### src/rtl/uartrx_pkg.sv
package uartrx_pkg;
  localparam int WORD_W = 12;

  typedef enum logic [2:0] {
    S_IDLE, S_START, S_DATA, S_PAR, S_STOP, S_HOLD
  } rx_state_e;

  typedef struct packed {
    logic       brk;
    logic       ovr;
    logic       perr;
    logic       ferr;
    logic [7:0] data;
  } rx_word_t;
endpackage

### src/rtl/uartrx_frame.sv
module uartrx_frame
  import uartrx_pkg::*;
#(
  parameter int OSR = 16
) (
  input  logic       clk,
  input  logic       rst,
  input  logic       tick,
  input  logic       line,
  input  logic [1:0] wlen,
  input  logic       par_en,
  input  logic       par_even,
  input  logic       stop2,
  output logic       push,
  output rx_word_t   word
);
  localparam int CW = $clog2(OSR);
  localparam logic [CW-1:0] MID  = CW'(OSR / 2 - 1);
  localparam logic [CW-1:0] LAST = CW'(OSR - 1);

  logic       sync_a, line_s;
  rx_state_e  state;
  logic [CW-1:0] cnt;
  logic [2:0] bidx;
  logic [7:0] data;
  logic       par_acc, all_low, frm, stop_left;

  // Two-flop synchronizer on the asynchronous line.
  always_ff @(posedge clk) begin
    if (rst) begin
      sync_a <= 1'b1;
      line_s <= 1'b1;
    end else begin
      sync_a <= line;
      line_s <= sync_a;
    end
  end

  logic samp, low_now, fin_ferr, fin_all, fin_perr;
  assign samp     = tick && (cnt == LAST);
  assign low_now  = !line_s;
  assign fin_ferr = frm | low_now;
  assign fin_all  = all_low & low_now;
  assign fin_perr = par_en & (par_acc == par_even);

  always_ff @(posedge clk) begin
    if (rst) begin
      state <= S_IDLE;
      cnt <= '0; bidx <= '0; data <= '0;
      par_acc <= 1'b0; all_low <= 1'b0; frm <= 1'b0; stop_left <= 1'b0;
      push <= 1'b0;
      word <= '0;
    end else begin
      push <= 1'b0;
      case (state)
        S_IDLE: if (low_now) begin
          state <= S_START;
          cnt   <= '0;
        end
        S_START: if (tick) begin
          if (cnt == MID) begin
            if (!low_now) state <= S_IDLE;        // glitch
            else begin
              state <= S_DATA; cnt <= '0; bidx <= '0; data <= '0;
              par_acc <= 1'b0; all_low <= 1'b1; frm <= 1'b0;
              stop_left <= stop2;
            end
          end else cnt <= cnt + 1'b1;
        end
        S_DATA: if (tick) begin
          cnt <= cnt + 1'b1;
          if (samp) begin
            data[bidx] <= line_s;
            par_acc    <= par_acc ^ line_s;
            all_low    <= all_low & low_now;
            if (bidx == 3'd4 + {1'b0, wlen}) state <= par_en ? S_PAR : S_STOP;
            else bidx <= bidx + 1'b1;
          end
        end
        S_PAR: if (tick) begin
          cnt <= cnt + 1'b1;
          if (samp) begin
            par_acc <= par_acc ^ line_s;
            all_low <= all_low & low_now;
            state   <= S_STOP;
          end
        end
        S_STOP: if (tick) begin
          cnt <= cnt + 1'b1;
          if (samp) begin
            if (stop_left) begin
              stop_left <= 1'b0;
              frm       <= fin_ferr;
              all_low   <= fin_all;
            end else begin
              push <= 1'b1;
              if (fin_all) word <= '{brk: 1'b1, ovr: 1'b0, perr: 1'b0, ferr: 1'b0, data: 8'h00};
              else         word <= '{brk: 1'b0, ovr: 1'b0, perr: fin_perr, ferr: fin_ferr, data: data};
              state <= low_now ? S_HOLD : S_IDLE;
            end
          end
        end
        S_HOLD: if (!low_now) state <= S_IDLE;
        default: state <= S_IDLE;
      endcase
    end
  end
endmodule

### src/rtl/uartrx_store.sv
module uartrx_store
  import uartrx_pkg::*;
#(
  parameter int DEPTH = 16
) (
  input  logic              clk,
  input  logic              rst,
  input  logic              fifo_en,
  input  logic              push,
  input  rx_word_t          push_word,
  input  logic              rd_ok,
  output rx_word_t          rd_word,
  output logic [$clog2(DEPTH):0] occ
);
  localparam int AW = $clog2(DEPTH);

  logic [WORD_W-1:0] mem [DEPTH];
  logic [DEPTH-1:0]  ovf;
  logic [AW-1:0]     wp, rp;
  logic [AW:0]       cap;
  logic              full, wr_ok, ovr_set;

  assign cap     = fifo_en ? (AW+1)'(DEPTH) : (AW+1)'(1);
  assign full    = (occ >= cap);
  assign wr_ok   = push && (!full || rd_ok);
  assign ovr_set = push && full && !rd_ok;

  // Storage array without reset so it maps onto block RAM.
  always_ff @(posedge clk) begin
    if (wr_ok) mem[wp] <= push_word;
  end

  always_ff @(posedge clk) begin
    if (rst) begin
      wp <= '0; rp <= '0; occ <= '0; ovf <= '0; rd_word <= '0;
    end else begin
      if (wr_ok) begin
        wp      <= wp + 1'b1;
        ovf[wp] <= 1'b0;
      end
      if (ovr_set) ovf[wp - 1'b1] <= 1'b1;
      if (rd_ok) begin
        rp      <= rp + 1'b1;
        rd_word <= mem[rp] | (WORD_W'(ovf[rp]) << 10);
      end
      occ <= occ + (AW+1)'(wr_ok) - (AW+1)'(rd_ok);
    end
  end
endmodule

### src/rtl/uartrx_idle_timer.sv
module uartrx_idle_timer #(
  parameter int OSR      = 16,
  parameter int TMO_BITS = 32
) (
  input  logic clk,
  input  logic rst,
  input  logic tick,
  input  logic active,
  input  logic kick,
  output logic irq
);
  localparam int LIMIT = OSR * TMO_BITS;
  localparam int CW    = $clog2(LIMIT + 1);

  logic [CW-1:0] cnt;

  always_ff @(posedge clk) begin
    if (rst || kick || !active) begin
      cnt <= '0;
      irq <= 1'b0;
    end else begin
      if (tick && cnt != CW'(LIMIT)) cnt <= cnt + 1'b1;
      if (cnt == CW'(LIMIT)) irq <= 1'b1;
    end
  end
endmodule

### src/rtl/uart_rx_efifo.sv
module uart_rx_efifo
  import uartrx_pkg::*;
#(
  parameter int DEPTH    = 16,
  parameter int OSR      = 16,
  parameter int TMO_BITS = 32
) (
  input  logic        clk,
  input  logic        rst,
  input  logic        rx_line,
  input  logic        tick16,
  input  logic [1:0]  cfg_wlen,
  input  logic        cfg_par_en,
  input  logic        cfg_par_even,
  input  logic        cfg_stop2,
  input  logic        cfg_fifo_en,
  input  logic        rd_en,
  output logic [11:0] rd_word,
  output logic        rx_empty,
  output logic        irq_rx,
  output logic        irq_tmo
);
  localparam int AW = $clog2(DEPTH);

  logic        fr_push;
  rx_word_t    fr_word;
  rx_word_t    q_word;
  logic [AW:0] occ;
  logic        rd_ok;

  assign rd_ok = rd_en && (occ != '0);

  uartrx_frame #(.OSR(OSR)) u_frame (
    .clk(clk), .rst(rst), .tick(tick16), .line(rx_line),
    .wlen(cfg_wlen), .par_en(cfg_par_en), .par_even(cfg_par_even),
    .stop2(cfg_stop2), .push(fr_push), .word(fr_word)
  );

  uartrx_store #(.DEPTH(DEPTH)) u_store (
    .clk(clk), .rst(rst), .fifo_en(cfg_fifo_en), .push(fr_push),
    .push_word(fr_word), .rd_ok(rd_ok), .rd_word(q_word), .occ(occ)
  );

  uartrx_idle_timer #(.OSR(OSR), .TMO_BITS(TMO_BITS)) u_tmo (
    .clk(clk), .rst(rst), .tick(tick16), .active(occ != '0),
    .kick(fr_push || rd_ok), .irq(irq_tmo)
  );

  assign rd_word  = q_word;
  assign rx_empty = (occ == '0);
  assign irq_rx   = cfg_fifo_en ? (occ >= (AW+1)'(DEPTH / 2)) : (occ != '0);
endmodule

### config.mk
export PLATFORM = sky130hd
export DESIGN_NAME = uart_rx_efifo
export DESIGN_NICKNAME = d
export VERILOG_FILES = /design/src/rtl/uartrx_pkg.sv /design/src/rtl/uartrx_frame.sv /design/src/rtl/uartrx_store.sv /design/src/rtl/uartrx_idle_timer.sv /design/src/rtl/uart_rx_efifo.sv
export SDC_FILE = /design/constraint.sdc
export NUM_CORES = 1
export LEC_CHECK = 0
export ABC_AREA = 1
export BUFFER_PORTS_ARGS = -buffer_cell sky130_fd_sc_hd__clkbuf_2
export CAP_MARGIN = 25
export CORE_ASPECT_RATIO = 0.5
export CORE_MARGIN = 3
export CORE_UTILIZATION = 45
export CTS_BUF_LIST = sky130_fd_sc_hd__clkbuf_8
export CTS_CLUSTER_SIZE = 30
export DETAILED_ROUTE_END_ITERATION = 10
export HOLD_SLACK_MARGIN = 0.03
export SYNTH_ARGS = -nofsm -noshare
export SYNTH_HDL_FRONTEND = slang
export SYNTH_SLANG_ARGS = --single-unit
### constraint.sdc
create_clock -name clk -period 3.35 [get_ports clk]
set_input_delay 0.8375 -clock clk [delete_from_list [all_inputs] [get_ports clk]]
set_output_delay 0.8375 -clock clk [all_outputs]
set_load 0.005 [all_outputs]
==> results by group, run 1 <==
Status
  • Status: finished clean

Synthesis
  • Ys Warns: 0
  • Synthesized area: 11700 um2
  • Post-synth ARST share: 0%
  • Post-synth cell types: 33
  • Post-synth EDFFs: 176
  • Main flop type after synthesis: edfxtp_1
  • Synth top area share: 45.3%
  • Syn_nets: 1259
  • Yosys reg bits: 268
  • Seq/Total Area, Yosys: 61.1%
  • Count leader, synth: nor2_1
  • Top cells by area, synth: edfxtp_1, dfxtp_1, nor2_1
  • Synth top cells by count: nor2_1, edfxtp_1, nand2_1
  • Synthesized area per cell: 9.53 um2
  • Dominant cell type by area after synthesis: edfxtp_1
  • Syn Inst Count: 1224

Setup path
  • Critical path type: reg2out
  • Worst flop-to-flop path endpoint: u_store.occ[4]
  • R2R cell count: 14
  • CP Capture Type: output pin
  • Max stage delay on crit path: 0.32 ns
  • CP Max Fanout: 5
  • Crit path top cell by count: inv_1
  • Worst R2R Setup Slack: 0.65 ns
  • Reg-to-Reg Start: u_store.occ[3]
  • WP data arrival: 1.88 ns
  • Worst path cell trace: inv_1, ha_1, nand3_1, o21ai_0, inv_1, clkbuf_2
  • Critical path startpoint: u_store.occ[3]
  • Startpoint type of the worst setup path: flip-flop
  • Crit-path slowest cell: dfxtp_1
  • Worst Path Required: 2.51 ns

Floorplanning
  • Die height: 120 um
  • Core Footprint: 24700 um2
  • Initial core utilization: 47.2%
  • Std-Cell Rows: 40
  • Num ports: 26
  • Full die area: 28000 um2
  • Die Wd: 234 um

Global route
  • Initial antenna violation count: 0
  • Vias in the first global route: 8366
  • Pin count of the biggest net entering global routing: 89
  • Grt ovf: 0
  • All-layer global routing usage: 21.1%
  • Global-route wire length before repair: 45.6 mm

Clocking
  • H-Tree Depth: 2
  • Clock Path Buffers: 3
  • Num CTS Buffers: 40
  • Resized cells post-CTS: 0
  • # clock sinks: 268
  • Hold Buf Count CTS: 0
  • Clk_lat worst skew: 0.56 ns
  • CTS tree: yes
  • Root Driver: clkbuf_8
  • Worst-path clk slew: 0.07 ns
  • Post-CTS setup buffer count: 0

Detailed routing
  • DRC Markers: 0
  • ANT nets after route: 0
  • Routed vias: 8674
  • Wirelength per Cell: 17.8 um
  • DR iter-0 viols: 951
  • Initial DRT Pass Iterations: 5
  • Vias per cell: 5.38
  • Final WL: 28.8 mm

Timing
  • Final setup vio count: 0
  • Max Slew Vio Count: 0
  • Max frequency: 368 MHz
  • Min Tclk post-route: 2.72 ns
  • Final setup margin: 0.634 ns
  • Final worst-path cycle share: 81.1%
  • Final hold violations: 0
  • Slew HR: 29.8%
  • Setup TNS: 0 ns
  • RSZ-0062 raised after global routing: false
  • Actual slew at the worst max-slew pin: 1.05 ns
  • Worst Skew: 0.0250 ns

Cells and area
  • Diodes inserted: 0
  • Share of cells above drive strength 1: 8.63%
  • Area growth syn-to-layout: 10.3%
  • Final net count: 1280
  • # fillers: 2285
  • Design area: 12900 um2

Place
  • Port bufs: 25
  • DP Wirelength: 18.7 mm
  • Place WS: 0.108 ns
  • Placed cell area: 12000 um2
  • Final GP Congestion: 0.889

Power and ir drop
  • Pwr dens: 679 nW/um2
  • Peak VDD IR: 0.457 mV
  • Static leakage: 5.28 nW
  • Tot Pwr: 0.00874 W

Run
  • Number of max-cap violations: 0

Worst hold path
  • Worst Hold Class: reg2reg
  • Hold path startpoint: u_frame.sync_a
  • Endpoint, Worst Hold: u_frame.line_s
  • Worst Hold Path Cells: 1
==> state kept, by name, summed over array words and instances (netlist names), named ones only <==
name               cells
u_store.rd_word       12
u_frame.frm            1
u_frame.par_acc        1
u_frame.state          3
u_frame.bidx           3
u_store.ovf           16
u_frame.all_low        1
u_tmo.cnt             10
u_frame.data           8
u_tmo.irq              1
u_frame.cnt            4
u_frame.word          11
u_store.wp             4
u_frame.stop_left      1
u_frame.push           1
u_store.mem          176
u_store.occ            5
u_frame.line_s         1
u_frame.sync_a         1
u_store.rp             4
==> power breakdown <==
group	switching [W]	total [W]	internal [W]	leakage, nW
registers	0.000130	0.00375	0.00362	2.76
clock network	0.00127	0.00282	0.00155	0.472
logic	0.00148	0.00218	0.000696	2.05
==> final cells by class <==
class                           count  area (um2)  area share [%]
Sequential cell                   268        7130            55.4
Multi-Input combinational cell    796        3890            30.2
Clock buffer                       45         619            4.81
Tap cell                          336         420            3.27
Inverter                          102         383            2.97
Clock inverter                     27         218            1.69
Timing Repair Buffer               37         215            1.67
==> routing by layer <==
| layer | share of wire, % | routed length, um | global-route usage (%) | vias up |
|---|---|---|---|---|
| li1 | - | - | - | 4212 |
| met1 | 46 | 13100 | 29.8 | 4137 |
| met2 | 45 | 12900 | 32.6 | 267 |
| met3 | 6.9 | 2000 | 4.10 | 58 |
| met4 | 2.5 | 717 | 6.91 | 0 |
| met5 | 0 | 0 | 0 | - |
==> through the flow <==
step                hold slack [ns]  cells  util, %
floorplan                     0.389   1224        -
global placement              0.418   1539     48.7
detailed placement            0.410   1539     48.7
CTS                           0.429   1611     52.1
global route                  0.447   1611     52.1
finish                        0.436   1611     52.1
==> cell usage in the layout (no fill, tap or decap), types with 13 or more instances in the layout <==
cell      synthesis  routed
nand3_1          98      98
clkbuf_2          0      25
nor2_1          259     259
o211ai_1         36      36
clkbuf_8          0      45
nor3_1           13      13
a21oi_1          62      62
ha_1             23      23
inv_1            97     108
o21ai_0         124     124
edfxtp_1        176     176
nand2_1         130     130
dfxtp_1          92      90
==> cell families (layout without fill, tap and decap cells) <==
| logic type | after synthesis | count (layout) | share of synthesized area [%] |
|---|---|---|---|
| flops | 268 | 268 | 61.1 |
| fa+ha+maj | 24 | 24 | 2.64 |
| simple gates | 518 | 518 | 18.3 |
| xor+xnor | 14 | 14 | 1.05 |
| buf+inv | 160 | 211 | 5.62 |
| compound gates | 240 | 240 | 11.3 |
==> worst max-delay path, delay by kind of cell, from the launching register on <==
kind                     cells  cell delay (ns)
AO/OA/AOI/OAI                1             0.32
adder cells (fa/ha/maj)      1             0.19
buffers and inverters        3             0.35
flip-flops                   1             0.32
AND/OR/NAND/NOR              1             0.17
==> how the worst max path moves through the flow <==
stage	endpoint	slack [ns]	depth (start not counted)
after global placement	u_store.occ[4]	0.18	17
after detailed placement	u_store.occ[4]	0.11	17
after floorplan	u_store.occ[4]	0.36	16
after global routing	u_store.occ[4]	0.38	14
final	irq_rx	0.63	6
after CTS	irq_rx	0.59	6
Power figures use the tool's default switching activity.
==> run 2: changes to the inputs <==
Settings changed: ABC_AREA 1 to 0.
Clock period 3.35 ns to 2.5 ns, I/O delays scaled along.
==> results by group, run 2 <==
Status
  • Status: finished clean

Synthesis
  • XOR/XNOR share of the synthesized area: 2.02% (+0.97 points)
  • Syn_nets: 843 (-33%)
  • Post-synth cell types: 67 (+100%)
  • Main flop type after synthesis: edfxtp_1
  • Synth Area in Adders: 2.73% (+0.096 points)
  • Post-Synth Simple-Gate Area: 9.93% (-8.4 points)
  • Synth top cells by count: edfxtp_1, dfxtp_1, a21oi_1
  • Synth top area share: 46.9% (+1.6 points)
  • Post-synth EDFFs: 176 (unchanged)
  • Dominant cell type by area after synthesis: edfxtp_1
  • Seq/Total Area, Yosys: 63.3% (+2.2 points)
  • Synthesized area: 11300 um2 (-3.5%)
  • Largest family of logic cells by synthesized area: multiplexers
  • Syn Inst Count: 808 (-34%)
  • Synthesized area per cell: 13.9 um2 (+46%)
  • Yosys reg bits: 268 (unchanged)
  • Post-synth ARST share: 0% (unchanged)
  • Multiplexer area fraction after synthesis: 10.0% (+10 points)
  • Top cells by area, synth: edfxtp_1, dfxtp_1, mux4_2
  • Ys Warns: 0 (unchanged)
  • Count leader, synth: edfxtp_1
  • Synth Area in Compound Gates: 9.33% (-2.0 points)

Cells and area
  • Biggest regs: u_store.mem (176), u_store.ovf (16), u_store.rd_word (12)
  • Diodes inserted: 0 (unchanged)
  • # fillers: 2021 (-12%)
  • Commonest non-fill, non-tap cell in the layout: edfxtp_1
  • Biggest register: u_store.mem
  • Most frequent cells in the layout: edfxtp_1, dfxtp_1, a21oi_1
  • Share of cells above drive strength 1: 26.3% (+18 points)
  • Max reg flops: 176 (unchanged)
  • Area growth syn-to-layout: 17.1%
  • Final net count: 927 (-28%)

Timing
  • Min Tclk post-route: 2.47 ns
  • Max Slew Vio Count: 0 (unchanged)
  • Worst Skew: 0.0231 ns (-0.00190 ns)
  • Final hold violations: 0 (unchanged)
  • Max frequency: 406 MHz
  • RSZ-0062 raised after global routing: true
  • Actual slew at the worst max-slew pin: 0.982 ns (-0.0689 ns)
  • Slew HR: 34.4% (+4.6 points)
  • Setup TNS: 0 ns (unchanged)
  • Final worst-path cycle share: 98.6%
  • Final setup margin: 0.0342 ns (-0.600 ns)
  • Final setup vio count: 0 (unchanged)

Floorplanning
  • Die height: 118 um (-1.7%)
  • Full die area: 27100 um2 (-3.4%)
  • Die Wd: 230 um (-1.7%)
  • Num ports: 26 (unchanged)
  • Core Footprint: 24300 um2 (-1.8%)
  • Std-Cell Rows: 40 (unchanged)
  • Initial core utilization: 46.4% (-0.80 points)

Global route
  • All-layer global routing usage: 19.3% (-1.7 points)
  • Pin count of the biggest net entering global routing: 41 (-54%)
  • Grt ovf: 0 (unchanged)
  • Global-route wire length before repair: 40.4 mm (-11%)
  • Initial antenna violation count: 0 (unchanged)
  • Vias in the first global route: 7057 (-16%)

Setup path
  • Worst path cell trace: inv_2, buf_6, ha_4, nor2b_4, or4_4, nand2_8, ha_4, inv_2, fa_2, nor2_1, nor2_1, nor2_1, or3_1, a21oi_1
  • Worst Path Required: 2.90 ns (+0.39 ns)
  • Startpoint type of the worst setup path: flip-flop
  • R2R cell count: 14 (unchanged)
  • CP Max Fanout: 3 (-2)
  • Crit path top cell by count: nor2_1
  • CP Capture Type: flip-flop
  • Max stage delay on crit path: 0.55 ns (+0.23 ns)
  • WP data arrival: 2.87 ns (+0.99 ns)
  • Crit-path slowest cell: or4_4
  • Critical path type: reg2reg

Worst hold path
  • Worst Hold Class: in2reg
  • Worst Hold Path Cells: 2 (+1)

Detailed routing
  • Wirelength per Cell: 20.4 um (+14%)
  • ANT nets after route: 0 (unchanged)
  • Vias per cell: 5.55 (+3.0%)
  • Routed vias: 6974 (-20%)
  • DRC Markers: 0 (unchanged)
  • Final WL: 25.7 mm (-11%)
  • DR iter-0 viols: 635 (-33%)
  • Initial DRT Pass Iterations: 5 (unchanged)

Clocking
  • Hold Buf Count CTS: 0 (unchanged)
  • Clock Path Buffers: 3 (unchanged)
  • Worst-path clk slew: 0.05 ns (-0.02 ns)
  • Root Driver: clkbuf_8
  • CTS tree: yes
  • H-Tree Depth: 2 (unchanged)
  • Num CTS Buffers: 39 (-2.5%)
  • Clk_lat worst skew: 0.55 ns (about the same)
  • # clock sinks: 268 (unchanged)

Power and ir drop
  • Gate power share: 21.3% (-3.6 points)
  • Tot Pwr: 0.0107 W (+22%)
  • Static leakage: 4.53 nW (-14%)
  • Switch Pwr: 0.00296 W (+2.7%)
  • Peak VDD IR: 0.397 mV (-13%)
  • Switching Share: 27.8% (-5.2 points)
  • Internal power: 0.00771 W (+32%)
  • Reg power frac: 46.7% (+3.8 points)
  • Pwr dens: 809 nW/um2 (+19%)
  • Clock share of power: 32.0% (-0.2 points)

Run
  • Number of max-cap violations: 0 (unchanged)

Place
  • DP Wirelength: 17.2 mm (-8.2%)
  • Place WS: -0.488 ns (-0.596 ns)
  • Final GP Congestion: 0.831 (-6.5%)
  • Port bufs: 25 (unchanged)
[run 2: cell count changes in the layout (fill, tap and decap cells not counted), sizes merged, moves of 51 or more]
cell | before | now
nand3 | 99 | 28
o21ai | 130 | 16
inv | 114 | 41
nand2 | 133 | 41
nor2 | 264 | 66
buf | 12 | 63
[run 2: stage by stage]
| step | hold slack [ns] | util, % | cell area, um2 | std cells |
|---|---|---|---|---|
| 4_1_cts | 0.252 | 54.3 | 13200 | 1257 |
| 5_1_grt | 0.264 | 54.3 | 13200 | 1257 |
| 3_3_place_gp | 0.396 | 51.0 | 12400 | 1186 |
| 3_5_place_dp | 0.395 | 51.0 | 12400 | 1186 |
| 6_report | 0.281 | 54.3 | 13200 | 1257 |
| 2_1_floorplan | 0.389 | - | 11300 | 808 |
[run 2: path summary, 6_finish.rpt]
check,start,end,slack (ns)
min reg2reg,u_frame.sync_a,u_frame.line_s,0.41
min,rx_line,u_frame.sync_a,0.28
max reg2reg,u_store.occ[2],u_store.occ[4],0.03
max,u_store.occ[2],u_store.occ[4],0.03
[run 2: cell families after synthesis]
family | after synthesis
and+or+nand+nor | 208
DFF | 268
xor gates and xnor gates | 26
adders and majority gates | 24
muxes | 53
buffers and inverters | 73
AOI/OAI and AO/OA | 156
[run 2: layer usage]
metal	share of wire, %	vias up	global-route usage (%)
met5	0	-	0
met4	1.7	0	4.90
met3	6.5	36	4.62
met2	45	189	29.1
met1	47	3512	28.5
li1	-	3237	-
[run 2: power groups by stage]
| stage | clock, W | sequential [W] | combinational, W |
|---|---|---|---|
| 2_1_floorplan | 0 | 0.00496 | 0.00154 |
| 3_3_place_gp | 0 | 0.00506 | 0.00221 |
| 3_5_place_dp | 0 | 0.00507 | 0.00225 |
| 4_1_cts | 0.00352 | 0.00498 | 0.00230 |
| 5_1_grt | 0.00373 | 0.00500 | 0.00252 |
| 6_report | 0.00342 | 0.00498 | 0.00227 |
[run 2: timing repair]
item                                    4_1_cts  5_1_grt
gates resized for setup                      10        4
pin swaps                                     8        6
cloned                                        0        0
endpoints found under the setup margin        1        2
setup buffers                                 1        0
[run 2: area by class of cell]
class	count	area (um2)	share of cell area, %
repair buffers	88	827	6.27
well taps	336	420	3.19
inverters	28	118	0.892
flip-flops and latches	268	7130	54.1
clock buffers	42	578	4.38
clock inverters	28	174	1.32
multi-input cells	467	3940	29.9
[run 2: worst max-delay path: cells and delay by family, from the launching register on]
kind                     cells  cell delay (ns)
AO/OA/AOI/OAI                1             0.05
adder cells (fa/ha/maj)      3             0.61
buffers and inverters        3             0.19
AND/OR/NAND/NOR              7             1.13
flip-flops                   1             0.34
